[config.mk]
export PLATFORM = sky130hd
export DESIGN_NAME = log_pi_core
export DESIGN_NICKNAME = d
export VERILOG_FILES = /design/src/rtl/lpi_pkg.sv /design/src/rtl/lpi_log_mul.sv /design/src/rtl/lpi_antilog.sv /design/src/rtl/lpi_accum.sv /design/src/rtl/log_pi_core.sv
export SDC_FILE = /design/constraint.sdc
export NUM_CORES = 1
export LEC_CHECK = 0
export BUFFER_PORTS_ARGS = -buffer_cell sky130_fd_sc_hd__buf_2
export CELL_PAD_IN_SITES_DETAIL_PLACEMENT = 1
export CELL_PAD_IN_SITES_GLOBAL_PLACEMENT = 1
export CORE_MARGIN = 4
export CORE_UTILIZATION = 38
export DETAILED_ROUTE_END_ITERATION = 8
export PLACE_DENSITY = 0.73
export REMOVE_ABC_BUFFERS = 1
export SLEW_MARGIN = 15
export SYNTH_ARGS = -nofsm -noshare
export SYNTH_HDL_FRONTEND = slang
export SYNTH_SLANG_ARGS = --single-unit
[constraint.sdc]
create_clock -name clk -period 6.1 [get_ports clk]
set_input_delay 1.22 -clock clk [delete_from_list [all_inputs] [get_ports clk]]
set_output_delay 1.22 -clock clk [all_outputs]
set_load 0.03 [all_outputs]
[src/rtl/lpi_pkg.sv]
package lpi_pkg;
  // Per-operand tag carried alongside a logarithm through the pipeline
  typedef struct packed {
    logic neg;
    logic zero;
  } lpi_tag_t;
endpackage

[src/rtl/lpi_log_mul.sv]
module lpi_log_mul
  import lpi_pkg::*;
#(
  parameter int LW       = 12,
  parameter int GAIN_LOG = -400,
  parameter bit GAIN_NEG = 1'b0
) (
  input  logic signed [LW-1:0] op_log,
  input  lpi_tag_t             op_tag,
  output logic signed [LW:0]   prod_log,
  output lpi_tag_t             prod_tag
);
  localparam logic signed [LW:0] GAIN_L = (LW+1)'(GAIN_LOG);

  // Multiplication in the log domain: add the logarithms, XOR the signs
  always_comb begin
    prod_log      = $signed({op_log[LW-1], op_log}) + GAIN_L;
    prod_tag.neg  = op_tag.neg ^ GAIN_NEG;
    prod_tag.zero = op_tag.zero;
  end
endmodule

[src/rtl/lpi_antilog.sv]
module lpi_antilog
  import lpi_pkg::*;
#(
  parameter int PW        = 13,
  parameter int FRAC_W    = 6,
  parameter int MANT_W    = 12,
  parameter int ACC_FRAC  = 8,
  parameter int SHIFT_CAP = 20,
  parameter int TW        = 34
) (
  input  logic signed [PW-1:0] prod_log,
  input  lpi_tag_t             prod_tag,
  output logic signed [TW-1:0] term
);
  localparam int TBL_N  = 1 << FRAC_W;
  localparam int SH_OFF = MANT_W - ACC_FRAC;

  logic [MANT_W:0] mant_tbl [TBL_N];

  // 2^(i/TBL_N) scaled by 2^MANT_W, computed at elaboration
  for (genvar gi = 0; gi < TBL_N; gi++) begin : g_tbl
    localparam int ENT = int'($pow(2.0, real'(gi) / real'(TBL_N)) * real'(2 ** MANT_W));
    assign mant_tbl[gi] = (MANT_W+1)'(ENT);
  end

  logic signed [PW-FRAC_W-1:0] expo;
  logic [FRAC_W-1:0]           frac;
  logic [TW-1:0]               mant_x;
  logic [TW-1:0]               mag;
  int                          sh;

  always_comb begin
    expo   = prod_log[PW-1:FRAC_W];
    frac   = prod_log[FRAC_W-1:0];
    mant_x = TW'(mant_tbl[frac]);
    sh     = int'(expo) - SH_OFF;
    if (sh >= SHIFT_CAP)  mag = mant_x << SHIFT_CAP;
    else if (sh >= 0)     mag = mant_x << sh;
    else                  mag = mant_x >> (-sh);
    if (prod_tag.zero)    term = '0;
    else if (prod_tag.neg) term = -$signed(mag);
    else                  term = $signed(mag);
  end
endmodule

[src/rtl/lpi_accum.sv]
module lpi_accum #(
  parameter int TW       = 34,
  parameter int ACC_FRAC = 8,
  parameter int DUTY_W   = 12
) (
  input  logic                 clk,
  input  logic                 rst_q_n,
  input  logic                 upd_en,
  input  logic                 hold,
  input  logic signed [TW-1:0] t_new,
  input  logic signed [TW-1:0] t_old,
  output logic [DUTY_W-1:0]    duty,
  output logic                 out_valid
);
  localparam int AW = TW + 2;
  localparam logic signed [AW-1:0] TOP_FX = AW'((64'd1 << (DUTY_W + ACC_FRAC)) - 64'd1);

  logic signed [AW-1:0] acc_q, acc_d, sum;
  logic                 vld_q;

  always_comb begin
    sum   = acc_q + AW'(t_new) - AW'(t_old);
    acc_d = acc_q;
    if (!hold) begin
      if (sum < 0)           acc_d = '0;
      else if (sum > TOP_FX) acc_d = TOP_FX;
      else                   acc_d = sum;
    end
  end

  always_ff @(posedge clk or negedge rst_q_n) begin
    if (!rst_q_n) begin
      acc_q <= '0;
      vld_q <= 1'b0;
    end else begin
      vld_q <= upd_en;
      if (upd_en) acc_q <= acc_d;
    end
  end

  assign duty      = acc_q[ACC_FRAC +: DUTY_W];
  assign out_valid = vld_q;
endmodule

[src/rtl/log_pi_core.sv]
module log_pi_core
  import lpi_pkg::*;
#(
  parameter int EXP_W     = 6,
  parameter int FRAC_W    = 6,
  parameter int MANT_W    = 12,
  parameter int ACC_FRAC  = 8,
  parameter int DUTY_W    = 12,
  parameter int SHIFT_CAP = 20,
  parameter int LOG_Q0    = -400,
  parameter int LOG_Q1    = -401,
  parameter bit Q0_NEG    = 1'b0,
  parameter bit Q1_NEG    = 1'b0
) (
  input  logic                     clk,
  input  logic                     rst_n,
  input  logic                     sample_tick,
  input  logic                     err_neg,
  input  logic [EXP_W+FRAC_W-1:0]  err_log,
  input  logic                     err_zero,
  output logic [DUTY_W-1:0]        duty,
  output logic                     out_valid
);
  localparam int LW = EXP_W + FRAC_W;
  localparam int PW = LW + 1;
  localparam int TW = MANT_W + 1 + SHIFT_CAP + 1;

  // Reset: asserted asynchronously, released on the clock
  logic rst_meta, rst_q_n;
  always_ff @(posedge clk or negedge rst_n) begin
    if (!rst_n) begin
      rst_meta <= 1'b0;
      rst_q_n  <= 1'b0;
    end else begin
      rst_meta <= 1'b1;
      rst_q_n  <= rst_meta;
    end
  end

  // Previous-error store
  logic signed [LW-1:0] prev_log_q;
  lpi_tag_t             prev_tag_q, cur_tag;

  // Log-domain products
  logic signed [PW-1:0] p_new, p_old;
  lpi_tag_t             tg_new, tg_old;

  assign cur_tag = '{neg: err_neg, zero: err_zero};

  lpi_log_mul #(.LW(LW), .GAIN_LOG(LOG_Q0), .GAIN_NEG(Q0_NEG)) u_mul_new (
    .op_log(err_log), .op_tag(cur_tag), .prod_log(p_new), .prod_tag(tg_new));
  lpi_log_mul #(.LW(LW), .GAIN_LOG(LOG_Q1), .GAIN_NEG(Q1_NEG)) u_mul_old (
    .op_log(prev_log_q), .op_tag(prev_tag_q), .prod_log(p_old), .prod_tag(tg_old));

  // Stage 1 registers
  logic signed [PW-1:0] s1_p_new, s1_p_old;
  lpi_tag_t             s1_tg_new, s1_tg_old;
  logic                 s1_hold, s1_vld;
  logic                 hold_d;

  always_comb hold_d = err_zero & prev_tag_q.zero;

  always_ff @(posedge clk or negedge rst_q_n) begin
    if (!rst_q_n) begin
      prev_log_q <= '0;
      prev_tag_q <= '{neg: 1'b0, zero: 1'b1};
      s1_p_new   <= '0;
      s1_p_old   <= '0;
      s1_tg_new  <= '{neg: 1'b0, zero: 1'b1};
      s1_tg_old  <= '{neg: 1'b0, zero: 1'b1};
      s1_hold    <= 1'b0;
      s1_vld     <= 1'b0;
    end else begin
      s1_vld <= sample_tick;
      if (sample_tick) begin
        s1_p_new   <= p_new;
        s1_p_old   <= p_old;
        s1_tg_new  <= tg_new;
        s1_tg_old  <= tg_old;
        s1_hold    <= hold_d;
        prev_log_q <= err_log;
        prev_tag_q <= cur_tag;
      end
    end
  end

  // Antilog of both products
  logic signed [TW-1:0] t_new_d, t_old_d;

  lpi_antilog #(.PW(PW), .FRAC_W(FRAC_W), .MANT_W(MANT_W), .ACC_FRAC(ACC_FRAC),
                .SHIFT_CAP(SHIFT_CAP), .TW(TW)) u_alog_new (
    .prod_log(s1_p_new), .prod_tag(s1_tg_new), .term(t_new_d));
  lpi_antilog #(.PW(PW), .FRAC_W(FRAC_W), .MANT_W(MANT_W), .ACC_FRAC(ACC_FRAC),
                .SHIFT_CAP(SHIFT_CAP), .TW(TW)) u_alog_old (
    .prod_log(s1_p_old), .prod_tag(s1_tg_old), .term(t_old_d));

  // Stage 2 registers
  logic signed [TW-1:0] s2_t_new, s2_t_old;
  logic                 s2_hold, s2_vld;

  always_ff @(posedge clk or negedge rst_q_n) begin
    if (!rst_q_n) begin
      s2_t_new <= '0;
      s2_t_old <= '0;
      s2_hold  <= 1'b0;
      s2_vld   <= 1'b0;
    end else begin
      s2_vld <= s1_vld;
      if (s1_vld) begin
        s2_t_new <= t_new_d;
        s2_t_old <= t_old_d;
        s2_hold  <= s1_hold;
      end
    end
  end

  // Stage 3: accumulate, clamp, output
  lpi_accum #(.TW(TW), .ACC_FRAC(ACC_FRAC), .DUTY_W(DUTY_W)) u_acc (
    .clk(clk), .rst_q_n(rst_q_n), .upd_en(s2_vld), .hold(s2_hold),
    .t_new(s2_t_new), .t_old(s2_t_old), .duty(duty), .out_valid(out_valid));
endmodule

* Yosys cells after proc, flatten, opt, wreduce, memory -nomap -nowiden *
Memory sizes are Yosys's and may differ from the RTL's.
Index checks and enable logic that the tools add are counted.
Widths: inputs -> output; s select.

storage, ports and cells
  input port bits = 17
  output and inout bits = 13
  memories = 2
  bits in registers = 153
  bits in latches = 0
  bits in writable memories = 0
  word-level logic and storage cells = 60
  ROM bits = 1664

memory list
  name             words  width  rd ports  clocked after Yosys merged registers in  wr ports  RTL line           text
  (no name shown)  64     13     1         0                                        0         lpi_antilog.sv:35  mant_x = TW'(mant_tbl[frac]);
  (no name shown)  64     13     1         0                                        0         lpi_antilog.sv:35

operators by class
  order comparisons = 8
  equal/unequal tests = 0
  bitwise logic cells = 4
  muxes and demuxes = 14
  multipliers = 0
  reduce and logical (&&, ||, !) cells = 1
  shift-type cells = 4
  divide/modulo/power cells = 0
  add/subtract/negate cells = 10

operators with widths
  cell                    number
  $mux 34                 8
  $mux 36                 2
  $neg 34->34             2
  $shl 13x32->34          2
  $shr 13x32->34          2
  $ge 32x1->1 const B     2
  $ge 32x6->1 const B     2
  $neg 32->32             2
  $mux 13                 4
  $add 36x34->36          1
  $gt 36x21->1 const B    1
  $lt 36x1->1 const B     1
  $sub 36x34->36          1
  $add 12x10->13 const B  2
  $sub 7x4->8 const B     2
  $ge 7x7->1 const B      2
  $not 6->7               2
  $reduce_and 2->1        1
  $and 1x1->1             1
  $not 1->1               1

* Logic depth before layout (Yosys ltp) *
  depth after elaboration = 10
  mapped depth = 27
  depth with buffers taken out = 23

* By module *
From an unflattened synthesis, not the netlist that was laid out.

unflattened totals
  cells, all modules = 2622
  area total of the unflattened synthesis = 20646.1 um^2

by module, submodules not included
  module                   seq. area each (um^2)  times used  cells an instance  area each (um^2)
  lpi_antilog              0.0                    2           835                5416.4
  lpi_accum                900.9                  1           641                4978.5
  log_pi_core              2956.6                 1           248                4381.7
  lpi_log_mul (u_mul_old)  0.0                    1           38                 267.8
  lpi_log_mul (u_mul_new)  0.0                    1           25                 185.2

* Worst setup path before layout *
No wires, ideal clock.

  path kind = register to register
  from = register s1_p_new[8]
  to = register s2_t_new[16]
  slack = 218 ps
  path buffers = 5
  required time = 5959 ps
  setup time = 141 ps
  period minus slack after synthesis = 5882 ps
  data arrival time = 5741 ps
  stages on the path, launching flop included = 27
  cells stage by stage = dfrtp_1 inv_1 clkbuf_1 ha_1 clkbuf_1 nand3b_1 a21oi_1 clkbuf_1 nand2_1 ha_1 or4b_2 nor4_1 o211ai_1 nor4bb_1 clkbuf_1 a31oi_1 or3_1 o211ai_1 inv_1 ha_1 inv_1 nor3_1 nand3_1 clkbuf_1 o21ai_0 xnor2_1 o22ai_1

between the ends
  word-level cells in the longest chain between the ends = 8
  elaborated cells between the ends (all ways) = 11
  those cells by class = add/sub (3); order compare (2); shift (2); mux (4)

RTL lines
  element                   RTL line            text
  start: declaration        log_pi_core.sv:56   logic signed [PW-1:0] s1_p_new, s1_p_old;
  start signal: assignment  log_pi_core.sv:76   s1_p_new <= p_new;
  $sub 7x4->8 (*)           lpi_antilog.sv:36   sh = int'(expo) - SH_OFF;
  $neg 32->32               lpi_antilog.sv:39   else mag = mant_x >> (-sh);
  $shr 13x32->34            lpi_antilog.sv:39
  $mux 34                   lpi_antilog.sv:38   else if (sh >= 0) mag = mant_x << sh;
  $mux 34 (*)               lpi_antilog.sv:37   if (sh >= SHIFT_CAP) mag = mant_x << SHIFT_CAP;
  $neg 34->34               lpi_antilog.sv:41   else if (prod_tag.neg) term = -$signed(mag);
  $mux 34 (*)               lpi_antilog.sv:41
  $mux 34 (*)               lpi_antilog.sv:40   if (prod_tag.zero) term = '0;
  end signal: assignment    log_pi_core.sv:110  s2_t_new <= t_new_d;
  end: declaration          log_pi_core.sv:98   logic signed [TW-1:0] s2_t_new, s2_t_old;

Every way passes the cells marked *; elsewhere a longest branch is shown, timed or not.
A chain may end at the register's enable or synchronous reset.

* Worst setup path after layout *
  from = register s1_p_old[0]
  to = register s2_t_old[31]

between the ends
  word-level cells in the longest chain between the ends = 10
  elaborated cells between the ends (all ways) = 11
  those cells by class = add/sub (1); shift (2); mux (6); bitwise (1); memory (1)

RTL lines
  element                                           RTL line                              text
  start: declaration                                log_pi_core.sv:56
  start signal: assignment                          log_pi_core.sv:77                     s1_p_old <= p_old;
  $not 6->7 (implied by the code) (*)               lpi_antilog.sv:35
  $mem_v2 64x13 (*)                                 -
  $mux 13 (implied by the code) (*) (2 in series)   lpi_antilog.sv:35
  $shr 13x32->34 or $shl 13x32->34 (tied branches)  lpi_antilog.sv:39, lpi_antilog.sv:38
  $mux 34                                           lpi_antilog.sv:38
  $mux 34 (*)                                       lpi_antilog.sv:37
  $neg 34->34                                       lpi_antilog.sv:41
  $mux 34 (*)                                       lpi_antilog.sv:41
  $mux 34 (*)                                       lpi_antilog.sv:40
  end signal: assignment                            log_pi_core.sv:111                    s2_t_old <= t_old_d;
  end: declaration                                  log_pi_core.sv:98

Every way passes the cells marked *; elsewhere a longest branch is shown, timed or not. The select of a mux whose other input is x is not followed.

==> metrics.txt <==
antenna viol nets, final 0; min Tclk post-route 5.86 ns; Worst EP required 6.45 ns; clk_lat worst skew 0.47 ns; post-synthesis sequential area ratio 20.6%; Area Growth Syn to Fin 8.08%; NumNets Final 2440; fillcell total 5689; number of global-route vias before repair 18600; clk_skew 0.0163 ns; Synth Register Bits roughly 150; # DRC 0; RR Startpoint s1_p_old[0]; Root Buffer clkbuf_16; Cell Count Post-Placement 2884; fin crit share ~96%; Iteration-0 DRC Markers around 1500; H-tree depth 4; pin count of the biggest net entering global routing ~140; crit-path most repeated cell or4_4; predominant post-synthesis flop cell dfrtp_1; post-DR vias/cell 6.31; DIE WIDTH 226 um; grt ovf 0; Num CTS Buffers 17; row cnt 79; buffer depth of the longest clock path 2; Slew HR between 15 and 20%; FMAX 0.171 GHz; critical path's top delay family simple AND/OR/NAND/NOR gates; drt first pass iters 8; # port buffers 29; Setup CP Type flip-flop to flip-flop; Initial Util 38.6%; WP data arrival 6.21 ns; Mapped Area 18000 um^2; status finished clean; Area after DPL around 19000 um^2; Crit. End Element flip-flop; syn_area_per_cell 7.76 um^2; CTS Hold Bufs 0; min-delay worst type flip-flop to asynchronous set/reset pin; Placeable Area 46700 um^2; max incr delay on CP between 0.6 and 0.7 ns; WL per Instance 23.9 um; Antenna Cells 0; # IOs 30; slowest CP cell dfrtp_1; Setup TNS 0 ns; CTS clk-pin slew, worst paths roughly 0.070 ns; post-detail-place hpwl 54000 um; CP Max Fanout 13; unrepaired setup endpoints after global routing no; Layout Cells excl Fill 2921; crit start category flip-flop; Cell Chain, Critical Path inv_1 -> ha_1 -> and3_1 -> a2111oi_0 -> a311oi_1 -> nor2_2 -> o21ai_1 -> o311ai_0 -> a21oi_1 -> or4_4 -> or4_4 -> nor4_4 -> nor2_1 -> a2111o_1; die area 50900 um^2; fin. max-slew vios 0; Yosys Warn Count 0; DIE HEIGHT 226 um; Final Cell Area ~19000 um^2; GPL Wtd Cong 0.978; ys async rst share 100%; # setup viols final 0; max cap viols 0; initial antenna violation count 0; Power Density 430 nW/um^2; commonest non-fill, non-tap cells in the layout nand2_1, inv_1, dfrtp_1; post-synthesis cell count ~2300; CTS tree built; first-pass GRT wire length 110000 um; DR vias between 15000 and 20000; commonest non-fill, non-tap cell in the layout nand2_1; EDFF count, synth 0; WP buf/inv 1; maximum VDD drop 0.165 mV; leakage 0.00822 uW; share of cells above drive strength 1 11.1%; Finished Core Util 41.7%; Distinct cells, synth roughly 100; Worst-Margin Slew 1.23 ns; final hold violations 0; DRT Wirelength between 60000 and 70000 um; CTS Sinks ~150; GRT Total Usage a little over a quarter; crit path from s1_p_old[0]
## registers in the layout (all words and copies together) (netlist names), 2 cells and up
name / cells
u_acc.acc_q: 35
s2_t_new: 34
s2_t_old: 34
s1_p_old: 13
prev_log_q: 12
s1_p_new: 9
s1_tg_new: 2
s1_tg_old: 2
## power by group
group	total, uW	switching, uW	internal [uW]
sequential	1410	233	1180
clock	1080	494	586
combinational	5890	3690	2200
## cell type report
| class | instances | area [um^2] | share of cell area (%) |
|---|---|---|---|
| multi-input combinational | 1807 | 12800 | 65.8 |
| sequential | 148 | 3710 | 19.1 |
| inverter | 213 | 800 | 4.11 |
| timing repair buffer | 114 | 796 | 4.09 |
| tap | 607 | 759 | 3.90 |
| clock buffer | 19 | 443 | 2.28 |
| clock inverter | 13 | 140 | 0.720 |
## repair_timing
action / 4_1_cts / 5_1_grt
buffers inserted: 0 / 4
setup endpoints to repair: 0 / 26
resized for setup: 0 / 8
## cells in the mapped netlist, drive strengths merged, types with 26 or more instances
master | instances | area share, %
nand2 | 217 | 4.5
inv | 210 | 4.4
dfrtp | 146 | 20
o21ai | 140 | 3.9
nor2 | 139 | 2.9
a21oi | 120 | 3.3
clkbuf | 98 | 2.0
ha | 86 | 6.0
nand3 | 79 | 2.2
xnor2 | 71 | 3.5
nor3 | 58 | 1.6
buf | 57 | 2.1
o31ai | 49 | 2.0
and2 | 45 | 1.6
o22ai | 42 | 1.5
a31oi | 39 | 1.4
nand2b | 39 | 1.4
a211oi | 37 | 1.6
xor2 | 37 | 1.8
fa | 36 | 4.0
nor2b | 33 | 1.1
nand4 | 31 | 1.1
a22o | 29 | 1.4
a21o | 28 | 1.2
o211ai | 27 | 1.1
or2 | 26 | 0.90
## final timing paths
| path | endpoint | slack (ns) | cells after the start |
|---|---|---|---|
| hold reg to reg | s1_p_new[9] | 0.18 | 0 |
| max in group asynchronous | u_acc.acc_q[6] | 4.88 | 1 |
| setup reg to reg | s2_t_old[31] | 0.24 | 14 |
| hold / removal | s1_p_new[9] | 0.18 | 0 |
| setup / recovery | s2_t_old[31] | 0.24 | 14 |
| min in group clk | rst_q_n | 0.36 | 0 |
## stage by stage
stage | setup slack [ns] | power (uW) | hold slack (ns)
after global placement | 0.396 | 6980 | 0.181
after CTS | 0.0563 | 8310 | 0.188
final | 0.235 | 8380 | 0.183
after detailed placement | 0.0984 | 7160 | 0.187
after global routing | 0.0207 | 9050 | 0.199
after floorplan | -0.474 | 5430 | 0.331
## per-layer routing
layer	vias to the layer above	wire length, um	global-route usage, %
li1	8502	-	-
met1	9265	31600	37.3
met2	563	33000	44.9
met3	106	3470	3.42
met4	0	1820	7.92
met5	-	0	0
## logic make-up (layout without fill, tap and decap cells)
family | after synthesis | count (layout) | synth area share [%]
AOI/OAI and AO/OA | 746 | 746 | 29.4
DFF | 148 | 148 | 20.6
buffers and inverters | 368 | 359 | 8.56
muxes | 58 | 58 | 4.55
and+or+nand+nor | 771 | 772 | 21.7
adders and majority gates | 122 | 122 | 9.97
other | 1 | 1 | 0.0208
xor gates and xnor gates | 108 | 108 | 5.25
(Power assumes the default switching activity.)
